==> config.mk <==
export PLATFORM = sky130hd
export DESIGN_NAME = pattern_fetch_seq
export DESIGN_NICKNAME = d
export VERILOG_FILES = /design/src/rtl/fetchseq_pkg.sv /design/src/rtl/fetchseq_decode.sv /design/src/rtl/fetchseq_addr.sv /design/src/rtl/pattern_fetch_seq.sv
export SDC_FILE = /design/constraint.sdc
export NUM_CORES = 1
export LEC_CHECK = 0
export ABC_CLOCK_PERIOD_IN_PS = 900
export BUFFER_PORTS_ARGS = -buffer_cell sky130_fd_sc_hd__buf_2
export CAP_MARGIN = 0
export CORE_AREA = 2 2 72 74
export CTS_CLUSTER_DIAMETER = 150
export DETAILED_ROUTE_END_ITERATION = 8
export DIE_AREA = 0 0 74 76
export GPL_TIMING_DRIVEN = 0
export PLACE_DENSITY = 0.92
export SETUP_SLACK_MARGIN = 0.02
export SLEW_MARGIN = 15
export SYNTH_ARGS = -nofsm -noshare
export SYNTH_HDL_FRONTEND = slang
export SYNTH_SLANG_ARGS = --single-unit
==> constraint.sdc <==
create_clock -name clk -period 0.9 [get_ports clk]
set_clock_uncertainty 0.1 [all_clocks]
set_input_delay 0.045 -clock clk [delete_from_list [all_inputs] [get_ports clk]]
set_output_delay 0.045 -clock clk [all_outputs]
set_load 0.005 [all_outputs]
==> src/rtl/fetchseq_pkg.sv <==
package fetchseq_pkg;

    localparam int unsigned VADDR_W    = 14;
    localparam int unsigned NT_W       = 12;
    localparam int unsigned TILE_W     = 8;
    localparam int unsigned FINE_W     = 3;
    localparam int unsigned SROW_W     = 4;
    localparam int unsigned FETCH_DOTS = 2;
    localparam int unsigned GROUP_FETCHES = 4;
    localparam int unsigned GROUP_DOTS = FETCH_DOTS * GROUP_FETCHES;
    localparam int unsigned FD_W       = $clog2(FETCH_DOTS);
    localparam int unsigned STEP_W     = $clog2(GROUP_FETCHES);
    localparam int unsigned GRP_SH     = $clog2(GROUP_DOTS);
    localparam logic [TILE_W-1:0] EMPTY_TILE = 8'hFF;

    typedef enum logic [2:0] {
        FK_IDLE,
        FK_NAME,
        FK_ATTR,
        FK_BG_PAT,
        FK_SPR_DUMMY,
        FK_SPR_PAT
    } fetch_kind_e;

    typedef struct packed {
        logic [VADDR_W-1:0] addr;
        logic               strobe;
        logic               line_last;
    } seq_state_t;

endpackage

==> src/rtl/fetchseq_decode.sv <==
module fetchseq_decode
    import fetchseq_pkg::*;
#(
    parameter int unsigned DOT_W      = 9,
    parameter int unsigned BG_GROUPS  = 32,
    parameter int unsigned SPR_GROUPS = 8,
    parameter int unsigned PRE_GROUPS = 2,
    parameter int unsigned TAIL_FETCH = 2,
    parameter int unsigned IDX_W      = $clog2(SPR_GROUPS)
) (
    input  logic [DOT_W-1:0] dot_i,
    output fetch_kind_e      kind_o,
    output logic             first_o,
    output logic             plane_o,
    output logic [IDX_W-1:0] spr_idx_o
);

    localparam logic [DOT_W-1:0] SPR_START  = DOT_W'(BG_GROUPS * GROUP_DOTS);
    localparam logic [DOT_W-1:0] PRE_START  = DOT_W'((BG_GROUPS + SPR_GROUPS) * GROUP_DOTS);
    localparam logic [DOT_W-1:0] TAIL_START =
        DOT_W'((BG_GROUPS + SPR_GROUPS + PRE_GROUPS) * GROUP_DOTS);
    localparam logic [DOT_W-1:0] TAIL_END   =
        DOT_W'((BG_GROUPS + SPR_GROUPS + PRE_GROUPS) * GROUP_DOTS + TAIL_FETCH * FETCH_DOTS);

    logic [STEP_W-1:0] step;
    logic [DOT_W-1:0]  rel;

    assign step = dot_i[FD_W +: STEP_W];
    assign rel  = dot_i - SPR_START;

    always_comb begin
        kind_o    = FK_IDLE;
        first_o   = (dot_i[FD_W-1:0] == '0);
        plane_o   = step[0];
        spr_idx_o = IDX_W'(rel >> GRP_SH);
        if (dot_i < SPR_START || (dot_i >= PRE_START && dot_i < TAIL_START)) begin
            case (step)
                2'd0:    kind_o = FK_NAME;
                2'd1:    kind_o = FK_ATTR;
                default: kind_o = FK_BG_PAT;
            endcase
        end else if (dot_i < PRE_START) begin
            kind_o = (step < 2'd2) ? FK_SPR_DUMMY : FK_SPR_PAT;
        end else if (dot_i < TAIL_END) begin
            kind_o = FK_NAME;
        end
    end

endmodule

==> src/rtl/fetchseq_addr.sv <==
module fetchseq_addr
    import fetchseq_pkg::*;
#(
    parameter int unsigned NUM_SPR = 8,
    parameter int unsigned IDX_W   = $clog2(NUM_SPR)
) (
    input  fetch_kind_e              kind_i,
    input  logic                     plane_i,
    input  logic [IDX_W-1:0]         spr_idx_i,
    input  logic [NT_W-1:0]          nt_ptr_i,
    input  logic [TILE_W-1:0]        bg_tile_i,
    input  logic [FINE_W-1:0]        fine_y_i,
    input  logic                     bg_half_i,
    input  logic                     spr_half_i,
    input  logic                     tall_spr_i,
    input  logic [NUM_SPR*TILE_W-1:0] spr_tile_i,
    input  logic [NUM_SPR*SROW_W-1:0] spr_row_i,
    input  logic [NUM_SPR-1:0]       spr_valid_i,
    output logic [VADDR_W-1:0]       addr_o
);

    logic [TILE_W-1:0] slot_tile [NUM_SPR];
    logic [SROW_W-1:0] slot_row  [NUM_SPR];

    for (genvar i = 0; i < NUM_SPR; i++) begin : g_slot
        assign slot_tile[i] = spr_valid_i[i] ? spr_tile_i[TILE_W*i +: TILE_W] : EMPTY_TILE;
        assign slot_row[i]  = spr_valid_i[i] ? spr_row_i[SROW_W*i +: SROW_W] : '0;
    end

    logic [TILE_W-1:0] sel_tile;
    logic [SROW_W-1:0] sel_row;
    logic              spr_hi;
    logic [TILE_W-1:0] spr_tidx;

    always_comb begin
        sel_tile = slot_tile[spr_idx_i];
        sel_row  = slot_row[spr_idx_i];
        spr_hi   = tall_spr_i ? sel_tile[0] : spr_half_i;
        spr_tidx = tall_spr_i ? {sel_tile[TILE_W-1:1], sel_row[SROW_W-1]} : sel_tile;
        case (kind_i)
            FK_NAME, FK_SPR_DUMMY:
                addr_o = {2'b10, nt_ptr_i};
            FK_ATTR:
                addr_o = {2'b10, nt_ptr_i[11:10], 4'b1111, nt_ptr_i[9:7], nt_ptr_i[4:2]};
            FK_BG_PAT:
                addr_o = {1'b0, bg_half_i, bg_tile_i, plane_i, fine_y_i};
            FK_SPR_PAT:
                addr_o = {1'b0, spr_hi, spr_tidx, plane_i, sel_row[FINE_W-1:0]};
            default:
                addr_o = '0;
        endcase
    end

endmodule

==> src/rtl/pattern_fetch_seq.sv <==
module pattern_fetch_seq
    import fetchseq_pkg::*;
#(
    parameter int unsigned DOT_W      = 9,
    parameter int unsigned LINE_DOTS  = 341,
    parameter int unsigned BG_GROUPS  = 32,
    parameter int unsigned NUM_SPR    = 8,
    parameter int unsigned PRE_GROUPS = 2,
    parameter int unsigned TAIL_FETCH = 2
) (
    input  logic                      clk,
    input  logic                      rst_n,
    input  logic [DOT_W-1:0]          dot_i,
    input  logic                      prerender_i,
    input  logic                      odd_frame_i,
    input  logic                      render_en_i,
    input  logic                      bg_half_i,
    input  logic                      spr_half_i,
    input  logic                      tall_spr_i,
    input  logic [NT_W-1:0]           nt_ptr_i,
    input  logic [TILE_W-1:0]         bg_tile_i,
    input  logic [FINE_W-1:0]         fine_y_i,
    input  logic [NUM_SPR*TILE_W-1:0] spr_tile_i,
    input  logic [NUM_SPR*SROW_W-1:0] spr_row_i,
    input  logic [NUM_SPR-1:0]        spr_valid_i,
    output logic [VADDR_W-1:0]        vaddr_o,
    output logic                      fetch_o,
    output logic                      a12_o,
    output logic                      line_last_o
);

    localparam int unsigned IDX_W = $clog2(NUM_SPR);
    localparam logic [DOT_W-1:0] LAST_DOT  = DOT_W'(LINE_DOTS - 1);
    localparam logic [DOT_W-1:0] SHORT_DOT = DOT_W'(LINE_DOTS - 2);

    fetch_kind_e        kind;
    logic               first_dot;
    logic               plane;
    logic [IDX_W-1:0]   spr_idx;
    logic [VADDR_W-1:0] new_addr;

    fetchseq_decode #(
        .DOT_W      (DOT_W),
        .BG_GROUPS  (BG_GROUPS),
        .SPR_GROUPS (NUM_SPR),
        .PRE_GROUPS (PRE_GROUPS),
        .TAIL_FETCH (TAIL_FETCH),
        .IDX_W      (IDX_W)
    ) u_decode (
        .dot_i     (dot_i),
        .kind_o    (kind),
        .first_o   (first_dot),
        .plane_o   (plane),
        .spr_idx_o (spr_idx)
    );

    fetchseq_addr #(
        .NUM_SPR (NUM_SPR),
        .IDX_W   (IDX_W)
    ) u_addr (
        .kind_i      (kind),
        .plane_i     (plane),
        .spr_idx_i   (spr_idx),
        .nt_ptr_i    (nt_ptr_i),
        .bg_tile_i   (bg_tile_i),
        .fine_y_i    (fine_y_i),
        .bg_half_i   (bg_half_i),
        .spr_half_i  (spr_half_i),
        .tall_spr_i  (tall_spr_i),
        .spr_tile_i  (spr_tile_i),
        .spr_row_i   (spr_row_i),
        .spr_valid_i (spr_valid_i),
        .addr_o      (new_addr)
    );

    seq_state_t st_d, st_q;
    logic       short_line;

    always_comb begin
        short_line   = prerender_i && odd_frame_i && render_en_i;
        st_d         = st_q;
        st_d.strobe  = 1'b0;
        st_d.line_last = (dot_i == LAST_DOT) || (short_line && dot_i == SHORT_DOT);
        if (render_en_i && first_dot && kind != FK_IDLE) begin
            st_d.addr   = new_addr;
            st_d.strobe = 1'b1;
        end
    end

    always_ff @(posedge clk or negedge rst_n) begin
        if (!rst_n) begin
            st_q <= '0;
        end else begin
            st_q <= st_d;
        end
    end

    assign vaddr_o     = st_q.addr;
    assign fetch_o     = st_q.strobe;
    assign a12_o       = st_q.addr[12];
    assign line_last_o = st_q.line_last;

endmodule

==> qor.yml <==
ys_ff_latch: 16
initial_utilization: 0.364
crit_family: "simple AND/OR/NAND/NOR gates"
remaining_drc_errors: 0
synth.distinct_cells: 39
setup_viol: 23
rows: 26
die_x_um: 74
die_h_um: 76
required_ns: 0.96
fin_ws_ns: -0.345
antenna_cells: 0
p_leak_nw: 1.64
clk_latency_ns: 0.25
path_cells: "buf_2 -> nor2b_2 -> a221oi_4 -> nor4_4 -> a32oi_1 -> a31oi_1"
fin_crit_ns: 1.24
area_delta_synth_final_pct: 110
layout_commonest_cell: "buf_2"
worst-path-buf-inv: 1
core-area_um2: 4910
portBuffers: 157
synthFlopType: "dfrtp_1"
status: "finished, violations left"
critPathMaxStageDelay_ns: 0.33
grt_pass1_wl_mm: 13.4
synth_area_leaders: "dfrtp_1 (22%), o221ai_1 (8.3%), o22ai_1 (8.0%), a221oi_1 (7.8%), nor2_1 (5.7%)"
arrival_ns: 1.30
synth-edff-count: 0
clock_sinks: 16
numCtsBuffers: 3
synth_area_um2: 1790
antenna_left: 0
yosysWarningCount: 0
post_drt_wl_per_cell_um: 19.1
crit_type: "input port to flip-flop"
drt-initial-drc-count: 153
antenna_found_initial: 0
rsz0062_at_grt: "yes"
dp_worst_setup_slack_ns: -0.734
stdcell_count: 494
violations: "negative hold slack, negative setup slack"
fin_crit_sh: 1.38
seq_area_frac_synth: 0.224
ir_worst_vdd_mv: 0.497
yosys.area.top_type_share: 0.224
track_usage: 0.303
hold_viol: 4
critPathMaxFanout: 4
htreeDepth: 1
place_congestion: 0.867
grt_max_degree: 17
cts_root_buf: "clkbuf_8"
drive_gt1_frac: 0.708
final_nets: 570
ios: 161
dp.cells: 460
whs_ns: -0.0265
worst_setup_path_end_kind: "flip-flop"
postSynthAreaPerCell_um2: 7.68
cts_tree: "done"
tightest_slew_ns: 0.381
dpl.hpwl_mm: 6.59
die_area_um2: 5620
hold_path.class: "input port to flip-flop"
grt_remaining_overflow: 0
drv_slew: 0
via_count: 2817
p_per_area_nw_per_um2: 903
netlist_instances: 233
async_flop_share: 1.00
wl_mm: 9.41
yosysTopAreaCell: "dfrtp_1"
vias_per_cell: 5.70
grt_pass1_vias: 2713
synth_nets: 377
fmax_ghz: 0.803
firstDrtPassIters: 4
cts_buffer_depth: 2
critPathLaunchType: "input port"
layout_common_cells: "buf_2 (155), buf_4 (20), nor2_1 (16), dfrtp_1 (16), buf_6 (15)"
clkSlewWorstSetupHoldPaths_ns: 0.06
cp_slowest_cell: "nor4_4"
maxCapViolations: 0
max_slew_margin: 0.746
total_power_mw: 3.39
[through the flow]
step | util | TNS, ns | area [um2]
after floorplan | - | -5.01 | 1970
after global placement | 0.578 | -8.33 | 2840
after detailed placement | 0.578 | -8.81 | 2840
after CTS | 0.659 | -2.96 | 3240
after global routing | 0.765 | -4.28 | 3760
final | 0.765 | -3.39 | 3760
[cells in the mapped netlist, types with 3 or more instances]
cell type / n
o211ai_1: 6
nand2b_1: 8
a221oi_1: 16
clkbuf_1: 7
dfrtp_1: 16
nor2_1: 27
a21oi_1: 8
a22oi_1: 6
inv_1: 4
buf_2: 7
o21ai_1: 5
o221ai_1: 17
nand3_1: 7
and2_1: 5
a31oi_1: 12
nand2_1: 11
a21oi_2: 5
nor2b_1: 6
o21ai_0: 8
o21a_1: 3
o22ai_1: 23
buf_6: 5
[sequential cells by signal (all words and copies together), names as in the netlist]
| register | flops |
|---|---|
| fetch_o | 1 |
| line_last_o | 1 |
| vaddr_o | 14 |
[worst paths after layout]
| check | slack, ns | cells past startpoint | end | startpoint |
|---|---|---|---|---|
| worst min register to register | 0.45 | 2 | vaddr_o[0] | vaddr_o[0] |
| worst min-delay path | -0.03 | 3 | vaddr_o[5] | nt_ptr_i[5] |
| max in group asynchronous | 0.29 | 2 | vaddr_o[5] | rst_n |
| worst max-delay path | -0.34 | 6 | vaddr_o[4] | spr_valid_i[0] |
| worst max register to register | -0.07 | 3 | vaddr_o[12] | vaddr_o[12] |
| min in group asynchronous | 0.14 | 2 | vaddr_o[1] | rst_n |
[report_power, final]
part           leakage [nW]  switching, mW  internal [mW]
sequential            0.189         0.0656          0.843
clock                0.0216          0.248          0.297
combinational          1.43          0.928           1.01
[logic make-up after synthesis]
kind of cell           after synthesis  synth area share
buffers and inverters               27            0.0930
flip-flops                          16             0.224
AO/OA/AOI/OAI                      117             0.480
AND/OR/NAND/NOR                     73             0.203
[worst min-delay path, stage by stage]
cell	delay, ns
buf_2	0.09
a21oi_2	0.04
a31oi_1	0.11
[per-layer routing]
metal  track usage  share of wire  vias to the layer above
li1              -              -                     1322
met1         0.382           0.39                     1331
met2         0.524           0.52                      137
met3        0.0291          0.055                       27
met4         0.105          0.034                        0
met5             0              0                        -
[timing repair]
action,CTS,global route
hold endpoints to repair,22,1
buffers inserted,11,13
gates resized for setup,50,82
gates cloned,4,2
pin swaps,26,30
hold buffers,5,1
endpoints found under the setup margin,29,32
[cell type report]
| type | count | area, um2 |
|---|---|---|
| Timing Repair Buffer | 192 | 1150 |
| Fill cell | 346 | 1150 |
| Inverter | 5 | 26.3 |
| Tap cell | 70 | 87.6 |
| Multi-Input combinational cell | 190 | 1820 |
| Clock buffer | 3 | 41.3 |
| Sequential cell | 16 | 400 |
| Buffer | 18 | 233 |
Note: power is estimated with default switching activity, not from simulation.
